$ cat config.mk
export PLATFORM = sky130hd
export DESIGN_NAME = lvl_gain_ctrl
export DESIGN_NICKNAME = d
export VERILOG_FILES = /design/src/rtl/lgc_pkg.sv /design/src/rtl/lgc_step_len.sv /design/src/rtl/lgc_peak_meter.sv /design/src/rtl/lgc_channel.sv /design/src/rtl/lvl_gain_ctrl.sv
export SDC_FILE = /design/constraint.sdc
export NUM_CORES = 1
export LEC_CHECK = 0
export BUFFER_PORTS_ARGS = -buffer_cell sky130_fd_sc_hd__clkbuf_2
export CAP_MARGIN = 20
export CORE_UTILIZATION = 25
export CTS_BUF_LIST = sky130_fd_sc_hd__clkbuf_8
export DETAILED_ROUTE_END_ITERATION = 16
export PLACE_DENSITY = 0.52
export SYNTH_ARGS = -nofsm -noshare
export SYNTH_HDL_FRONTEND = slang
export SYNTH_SLANG_ARGS = --single-unit
$ cat constraint.sdc
create_clock -name clk -period 2.7 [get_ports clk]
set_clock_uncertainty 0.2 [all_clocks]
set_input_delay 0.405 -clock clk [delete_from_list [all_inputs] [get_ports clk]]
set_output_delay 0.405 -clock clk [all_outputs]
set_load 0.005 [all_outputs]
$ cat src/rtl/lgc_pkg.sv
package lgc_pkg;
  typedef enum logic {
    LGC_LEVEL = 1'b0,
    LGC_LIMIT = 1'b1
  } lgc_mode_e;

  localparam int LGC_CODE_W = 4;
endpackage

$ cat src/rtl/lgc_step_len.sv
module lgc_step_len #(
  parameter int CNT_W = 19,
  parameter int BASE  = 4
) (
  input  logic [lgc_pkg::LGC_CODE_W-1:0] code,
  output logic [CNT_W-1:0]               len
);
  // interval in strobes doubles per code step
  always_comb begin
    len = CNT_W'(BASE) << code;
  end
endmodule

$ cat src/rtl/lgc_peak_meter.sv
module lgc_peak_meter #(
  parameter int SAMPLE_W = 16,
  parameter int LVL_W    = 5
) (
  input  logic [SAMPLE_W-1:0] smp,
  input  logic [SAMPLE_W-1:0] peak_q,
  output logic [SAMPLE_W-1:0] peak_new,
  output logic [LVL_W-1:0]    lvl
);
  logic [SAMPLE_W-1:0] mag;

  // magnitude; most negative value maps to 2^(SAMPLE_W-1) unsigned
  always_comb begin
    if (smp[SAMPLE_W-1]) begin
      mag = ~smp + 1'b1;
    end else begin
      mag = smp;
    end
  end

  always_comb begin
    if (mag > peak_q) begin
      peak_new = mag;
    end else begin
      peak_new = peak_q;
    end
  end

  // level = index of top set bit + 1
  always_comb begin
    lvl = '0;
    for (int i = 0; i < SAMPLE_W; i++) begin
      if (peak_new[i]) begin
        lvl = LVL_W'(i + 1);
      end
    end
  end
endmodule

$ cat src/rtl/lgc_channel.sv
module lgc_channel #(
  parameter int SAMPLE_W   = 16,
  parameter int GAIN_W     = 6,
  parameter int LVL_W      = 5,
  parameter int CNT_W      = 19,
  parameter int RESET_GAIN = 16
) (
  input  logic                clk,
  input  logic                rst_n,
  input  logic                smp_valid,
  input  logic [SAMPLE_W-1:0] smp,
  input  logic                ch_en,
  input  logic                lim_mode,
  input  logic [LVL_W-1:0]    target_lvl,
  input  logic [GAIN_W-1:0]   max_gain,
  input  logic [CNT_W-1:0]    dcy_len,
  input  logic [CNT_W-1:0]    atk_len,
  input  logic                gate_en,
  input  logic [LVL_W-1:0]    gate_thr,
  output logic [GAIN_W-1:0]   gain
);
  import lgc_pkg::*;

  logic [GAIN_W-1:0]   gain_q, gain_d;
  logic [CNT_W-1:0]    cnt_q, cnt_d;
  logic [SAMPLE_W-1:0] peak_q, peak_d;
  logic [SAMPLE_W-1:0] peak_new;
  logic [LVL_W-1:0]    lvl;
  logic [CNT_W-1:0]    cnt_inc;
  logic                upd_en;
  logic                over, under, gated;
  logic                end_atk, end_dcy;
  logic                step_up, step_dn;

  lgc_peak_meter #(
    .SAMPLE_W (SAMPLE_W),
    .LVL_W    (LVL_W)
  ) meter_i (
    .smp      (smp),
    .peak_q   (peak_q),
    .peak_new (peak_new),
    .lvl      (lvl)
  );

  assign upd_en  = smp_valid & ch_en;
  assign cnt_inc = cnt_q + 1'b1;

  // window decisions
  always_comb begin
    over    = (lvl > target_lvl);
    under   = (lvl < target_lvl);
    gated   = gate_en & (lvl < gate_thr);
    end_atk = over & (cnt_inc >= atk_len);
    end_dcy = ~over & (cnt_inc >= dcy_len);
    step_dn = end_atk;
    step_up = end_dcy & under & ~gated & (lim_mode == LGC_LEVEL);
  end

  // window state next value
  always_comb begin
    if (end_atk || end_dcy) begin
      cnt_d  = '0;
      peak_d = '0;
    end else begin
      cnt_d  = cnt_inc;
      peak_d = peak_new;
    end
  end

  // gain next value, clamp first
  always_comb begin
    gain_d = gain_q;
    if (gain_q > max_gain) begin
      gain_d = max_gain;
    end else if (step_dn) begin
      if (gain_q != '0) begin
        gain_d = gain_q - 1'b1;
      end
    end else if (step_up) begin
      if (gain_q < max_gain) begin
        gain_d = gain_q + 1'b1;
      end
    end
  end

  always_ff @(posedge clk or negedge rst_n) begin
    if (!rst_n) begin
      gain_q <= GAIN_W'(RESET_GAIN);
      cnt_q  <= '0;
      peak_q <= '0;
    end else if (upd_en) begin
      gain_q <= gain_d;
      cnt_q  <= cnt_d;
      peak_q <= peak_d;
    end
  end

  assign gain = gain_q;
endmodule

$ cat src/rtl/lvl_gain_ctrl.sv
module lvl_gain_ctrl #(
  parameter int SAMPLE_W   = 16,
  parameter int GAIN_W     = 6,
  parameter int DCY_BASE   = 4,
  parameter int ATK_BASE   = 1,
  parameter int RESET_GAIN = 16,
  localparam int LVL_W     = $clog2(SAMPLE_W + 1),
  localparam int BASE_MAX  = (DCY_BASE > ATK_BASE) ? DCY_BASE : ATK_BASE,
  localparam int CNT_W     = $clog2(BASE_MAX + 1) + (1 << lgc_pkg::LGC_CODE_W)
) (
  input  logic                clk,
  input  logic                rst_n,
  input  logic                smp_valid,
  input  logic [SAMPLE_W-1:0] smp_l,
  input  logic [SAMPLE_W-1:0] smp_r,
  input  logic [1:0]          chan_en,
  input  logic                lim_mode,
  input  logic [LVL_W-1:0]    target_lvl,
  input  logic [GAIN_W-1:0]   max_gain,
  input  logic [3:0]          decay_code,
  input  logic [3:0]          attack_code,
  input  logic                gate_en,
  input  logic [LVL_W-1:0]    gate_thr,
  output logic [GAIN_W-1:0]   gain_l,
  output logic [GAIN_W-1:0]   gain_r
);
  logic [1:0]          rst_sync_q;
  logic                rst_int_n;
  logic [CNT_W-1:0]    dcy_len, atk_len;
  logic [SAMPLE_W-1:0] smp_vec [2];
  logic [GAIN_W-1:0]   gain_vec [2];

  // assert asynchronously, release on clock
  always_ff @(posedge clk or negedge rst_n) begin
    if (!rst_n) begin
      rst_sync_q <= '0;
    end else begin
      rst_sync_q <= {rst_sync_q[0], 1'b1};
    end
  end
  assign rst_int_n = rst_sync_q[1];

  lgc_step_len #(.CNT_W(CNT_W), .BASE(DCY_BASE)) dcy_len_i (
    .code (decay_code),
    .len  (dcy_len)
  );

  lgc_step_len #(.CNT_W(CNT_W), .BASE(ATK_BASE)) atk_len_i (
    .code (attack_code),
    .len  (atk_len)
  );

  // index 0 left (chan_en[1]), index 1 right (chan_en[0])
  assign smp_vec[0] = smp_l;
  assign smp_vec[1] = smp_r;

  for (genvar c = 0; c < 2; c++) begin : g_ch
    lgc_channel #(
      .SAMPLE_W   (SAMPLE_W),
      .GAIN_W     (GAIN_W),
      .LVL_W      (LVL_W),
      .CNT_W      (CNT_W),
      .RESET_GAIN (RESET_GAIN)
    ) ch_i (
      .clk        (clk),
      .rst_n      (rst_int_n),
      .smp_valid  (smp_valid),
      .smp        (smp_vec[c]),
      .ch_en      (chan_en[1-c]),
      .lim_mode   (lim_mode),
      .target_lvl (target_lvl),
      .max_gain   (max_gain),
      .dcy_len    (dcy_len),
      .atk_len    (atk_len),
      .gate_en    (gate_en),
      .gate_thr   (gate_thr),
      .gain       (gain_vec[c])
    );
  end

  assign gain_l = gain_vec[0];
  assign gain_r = gain_vec[1];
endmodule

==> results of run 1 <==
[cell type report]
cell class / instances / area [um2]
multi-input cells: 901 / 7461
flip-flops and latches: 84 / 2108
repair buffers: 493 / 3729
clock buffers: 9 / 123.9
well taps: 461 / 576.8
fillers: 3565 / 21410
clock inverters: 7 / 81.33
inverters: 88 / 335.3
[report_power, final]
group / switching [mW] / internal (mW) / leakage (nW) / total [mW]
logic: 3.32 / 3.82 / 5.97 / 7.13
registers: 0.189 / 1.57 / 1.12 / 1.76
clock network: 0.586 / 0.447 / 0.107 / 1.03
[worst max-delay path, delay by kind of cell]
family,cells,cell delay [ps]
compound gates,13,2150
fa+ha+maj,3,780
xor+xnor,2,350
buf+inv,4,420
simple gates,9,2280
[logic make-up after synthesis]
kind of cell               count (synthesis)  share of synthesized area
buffers and inverters                    119                    0.05147
adders and majority gates                142                     0.1955
other                                      1                  0.0004092
AOI/OAI and AO/OA                        286                     0.2202
DFF                                       84                     0.2297
xor gates and xnor gates                  69                    0.06595
muxes                                     19                    0.02444
and+or+nand+nor                          383                     0.2123
[stage by stage]
step           cells    util
2_1_floorplan   1103       -
6_report        2043  0.4023
5_1_grt         2043  0.4023
4_1_cts         2017  0.3819
3_5_place_dp    1974  0.3621
3_3_place_gp    1974  0.3621
[synth_stat cells (18+ instances only)]
master    count
ha_1        140
nand2b_1     28
nand3_1      47
nand4_1      29
clkbuf_1     18
a22o_1       33
a21oi_1      59
nand2_1     116
o21ai_0      60
nor2_1       61
o31ai_1      18
xor2_1       23
dfrtp_1      82
nor3_1       19
inv_1        88
a21o_1       20
xnor2_1      46
[flip-flops by register name (all words and copies together) (netlist names)]
register,count
g_ch.ch_i.cnt_q,38
g_ch.ch_i.gain,12
g_ch.ch_i.peak_q,32
rst_sync_q,2
[final timing paths]
check | slack, ps | start | end
setup reg to reg | -2690 | g_ch[0].ch_i.peak_q[10] | g_ch[0].ch_i.gain[5]
max in group asynchronous | 1520 | rst_sync_q[1] | g_ch[0].ch_i.gain[4]
setup / recovery | -3590 | smp_l[5] | g_ch[0].ch_i.gain[5]
hold / removal | 110 | rst_sync_q[1] | g_ch[0].ch_i.cnt_q[13]
min in group clk | 130 | max_gain[1] | g_ch[0].ch_i.gain[1]
hold reg to reg | 110 | rst_sync_q[1] | g_ch[0].ch_i.cnt_q[13]
[layer usage]
metal / track usage / up-vias / part of all wire
met5: 0 / - / 0
met4: 0.03230 / 0 / 0.012
met1: 0.2125 / 4714 / 0.48
li1: - / 4992 / -
met3: 0.01831 / 28 / 0.026
met2: 0.2770 / 131 / 0.48
[timing repair]
item                                    CTS  global route
hold endpoints to repair                  2             0
buffers inserted                         25            24
pin swaps                                49            42
gates cloned                              2             3
gates resized for setup                  65           104
hold buffers                              1             0
endpoints found under the setup margin   80            80
==> impl_metrics.toml, run 1 <==
[die]
ios = 75
die_w_um = 193.5
dieArea_um2 = 37420
initial_utilization = 0.2558
die_h_um = 193.5
row_count = 69
core_area_um2 = 35830

[setup_path]
startpoint_type = "input port"
cpMostUsedCell = "or2_4"
critical_path_class = "input port to flop"
cp_data_required_time_ps = 2830
crit_path_max_fanout = 13
critical_path_arrival_ps = 6420
reg2reg_depth = 26
cpPeakStageDelay_ps = 580
crit_slowest_cell = "or4_4"
cp-end-kind = "flop"

[clocking]
htreeDepth = 3
cts_buffers = 9
cts_tree = "built"
clockRootBuffer = "clkbuf_8"
clockBufferDepth = 2
cts_sinks = 84
worstSkewPairLatency_ps = 400
clk_pin_slew_ps = 120

[layout]
final_area_um2 = 14420
num-nets-final = 1782
final_common_cell = "buf_4"
syn2layout_area_growth_pct = 57.31
final_cell_mix = "buf_4 (387), ha_1 (133), nand2_1 (98)"
drive_above_1_share = 0.4248
n_antenna_cell = 0

[sta]
rsz0062_at_grt = "true"
fin_crit_ps = 6290
fin_crit_sh = 2.330
slew_headroom = 0.6255
fin_ws_ps = -3590
finalHoldViolCount = 0
fmax_ghz = 0.1590
tightest_slew_ps = 561.7
setup_violations = 80
maxSlewViolCount = 0
holdWs_ps = 112.5
finalSetupTns_ps = -249030

[synthesis]
synthCells = 1103
ys.flop_type = "dfrtp_1"
yosys.area.top_type_share = 0.2239
async_flop_share = 1.000
synth-seq-cells = 84
yosys.cell_types.count = 81
ys_top_cells_by_area = "dfrtp_1 (22%), ha_1 (19%), nand2_1 (4.8%)"
ys_warn_count = 0
yosysTopAreaCell = "dfrtp_1"
avgSynthCellArea_um2 = 8.308
synth.yosys.seq_area_share = 0.2297
synth.cell_area_um2 = 9164
synth_enable_flop_cells = 0
syn_nets = 1308

[place]
placed_cell_area_um2 = 12970
gp_congestion = 0.8550
hpwl_um = 24350
port_buffers = 74
dp_slack_ps = -4221

[drt]
routed_wl_um = 30590
dr.pass1.iters = 11
vias = 9865
wl_per_cell_um = 14.97
drc = 4
drtIter0Drc = 440
route.antenna.remaining_nets = 0
viasPerCell = 4.829

[global_routing]
grt_max_degree = 38
grt_pass1_wl_um = 48670
grt_use_total = 0.1596
antenna_found_initial = 0
grt_pass1_vias = 9861
grt.overflow.total = 0

[power]
max-vdd-ir-drop_uv = 294.4
p_leak_nw = 7.193
power_mw = 9.924
p_per_area_nw_per_um2 = 688.4

[outcome]
violations = "DRC, setup timing"
status = "complete, but fails checks"

[flow_run]
cap_violations = 0

[worst_hold_path]
hold_class = "flop to async pin"
Note: power is estimated with default switching activity, not from simulation.
==> run 2, diff against run 1 <==
==> constraint.sdc (replaced) <==
create_clock -name clk -period 2.7 [get_ports clk]
set_clock_uncertainty 0.2 [all_clocks]
set_input_delay 0.27 -clock clk [delete_from_list [all_inputs] [get_ports clk]]
set_output_delay 0.27 -clock clk [all_outputs]
set_load 0.005 [all_outputs]
==> run 2 against run 1 <==
  * The flow still finishes with violations (DRC, setup timing)
  * Power decreased by 3.6%
  * Wire length fell by 1.8%
  * Combinational power is 4.9% lower
  * Critical endpoint unchanged
==> impl_metrics.toml, run 2 (synthesis gave the netlist of run 1 again) <==
[global_routing]
grt_use_total = 0.1602
grt_pass1_wl_um = 48830
antenna_found_initial = 0
grt.overflow.total = 0
grt_max_degree = 39
grt_pass1_vias = 9954

[sta]
finalSetupTns_ps = -230370
fmax_ghz = 0.1637
fin_ws_ps = -3410
setup_violations = 80
finalHoldViolCount = 0
rsz0062_at_grt = "true"
fin_crit_sh = 2.263
slew_headroom = 0.6591
maxSlewViolCount = 0
holdWs_ps = 22.56
tightest_slew_ps = 511.3
fin_crit_ps = 6110

[setup_path]
crit_slowest_cell = "or4_4"
cpPeakStageDelay_ps = 580
critical_path_arrival_ps = 6240
crit_path_max_fanout = 5
cpMostUsedCell = "or2_4"
critical_path_class = "input port to flop"
r2r_end = "g_ch[0].ch_i.gain[5]"
startpoint = "smp_l[3]"
ff2ff_setup_slack_ps = -2600
cp_data_required_time_ps = 2830
reg2reg_depth = 26
startpoint_type = "input port"
cp-end-kind = "flop"
r2r-start = "g_ch[0].ch_i.peak_q[10]"

[layout]
drive_above_1_share = 0.3860
syn2layout_area_growth_pct = 50.94
final_cell_mix = "buf_4 (372), ha_1 (135), nand2_1 (115)"
final_common_cell = "buf_4"
num-nets-final = 1762
n_antenna_cell = 0
top_register = "g_ch.ch_i.cnt_q"
largest_register_ff_count = 38

[worst_hold_path]
hold_class = "input port to flop"
hold_end = "g_ch[0].ch_i.gain[4]"
hold_start = "max_gain[4]"
min_path_cells = 4

[outcome]
status = "complete, but fails checks"
violations = "DRC, setup timing"

[die]
die_w_um = 193.5
ios = 75
initial_utilization = 0.2558
die_h_um = 193.5
row_count = 69
dieArea_um2 = 37420
core_area_um2 = 35830

[power]
netSwitchingPower_mw = 3.942
p_sw_frac = 0.4120
p_int_mw = 5.626
p_leak_nw = 6.856
p_per_area_nw_per_um2 = 691.7
pwr-share-comb = 0.708
clkPwrFrac = 0.108
max-vdd-ir-drop_uv = 371.4
seqPwrFrac = 0.184

[clocking]
worstSkewPairLatency_ps = 410
cts_buffers = 9
clockRootBuffer = "clkbuf_8"
clk_pin_slew_ps = 120
cts_sinks = 84
htreeDepth = 3
clockBufferDepth = 2
cts_tree = "built"

[drt]
drtIter0Drc = 460
viasPerCell = 4.812
route.antenna.remaining_nets = 0
drc = 4
routed_wl_um = 30050
dr.pass1.iters = 10
vias = 9735
wl_per_cell_um = 14.85

[place]
port_buffers = 74
gp_congestion = 0.8312
hpwl_um = 24340

[flow_run]
cap_violations = 0
==> run 2: cell count changes in the layout (fill, tap and decap cells not counted), sizes merged <==
| cell | change |
|---|---|
| dlygate4sd3 | +2 |
| clkbuf | +1 |
| buf | -23 |
==> run 2: what timing repair did <==
action | 4_1_cts | 5_1_grt
gates resized for setup | 53 | 47
setup endpoints to repair | 80 | 80
hold buffers | 3 | 0
pin swaps | 30 | 31
setup buffers | 21 | 14
cloned | 2 | 1
hold endpoints to repair | 3 | 0
==> run 2: worst max path at each step <==
stage | endpoint | slack [ps] | depth (start not counted)
5_1_grt | g_ch[0].ch_i.gain[5] | -3720 | 31
6_report | g_ch[0].ch_i.gain[5] | -3410 | 31
3_3_place_gp | g_ch[0].ch_i.gain[5] | -4030 | 30
2_1_floorplan | g_ch[0].ch_i.gain[5] | -3440 | 32
4_1_cts | g_ch[0].ch_i.gain[5] | -3400 | 30
3_5_place_dp | g_ch[0].ch_i.gain[5] | -4060 | 30
==> run 2: metrics by stage <==
stage	area (um2)	setup slack (ps)	utilization	instances	total power, mW
after CTS	13550	-3403	0.3781	2010	9.312
after global placement	12930	-4035	0.3609	1968	7.774
after floorplan	9445	-3443	-	1103	5.228
after detailed placement	12930	-4060	0.3609	1968	7.860
after global routing	13830	-3721	0.3861	2023	10.40
final	13830	-3410	0.3861	2023	9.568
==> run 2: power groups by stage <==
stage	logic, mW	registers (mW)	clock network (mW)
CTS	6.48	1.76	1.07
detailed placement	6.08	1.78	0
global placement	6.00	1.78	0
floorplan	3.35	1.88	0
finish	6.78	1.76	1.03
global route	7.49	1.80	1.12
==> run 2: cell type report <==
| type | count | area (um2) |
|---|---|---|
| multi-input combinational | 901 | 7107 |
| fill | 3687 | 22000 |
| tap | 461 | 576.8 |
| sequential | 84 | 2108 |
| inverter | 88 | 335.3 |
| clock inverter | 7 | 81.33 |
| timing repair buffer | 473 | 3500 |
| clock buffer | 9 | 123.9 |
==> run 2: critical path, delay by kind of cell <==
kind | cells | cell delay [ps]
compound gates | 13 | 2440
xor+xnor | 2 | 350
fa+ha+maj | 3 | 770
buf+inv | 3 | 210
simple gates | 10 | 2200
==> run 2: metal layers <==
metal,track usage,up-vias,part of all wire
li1,-,4949,-
met1,0.2113,4595,0.48
met2,0.2798,171,0.48
met3,0.02214,20,0.037
met4,0.02726,0,0.0086
met5,0,-,0
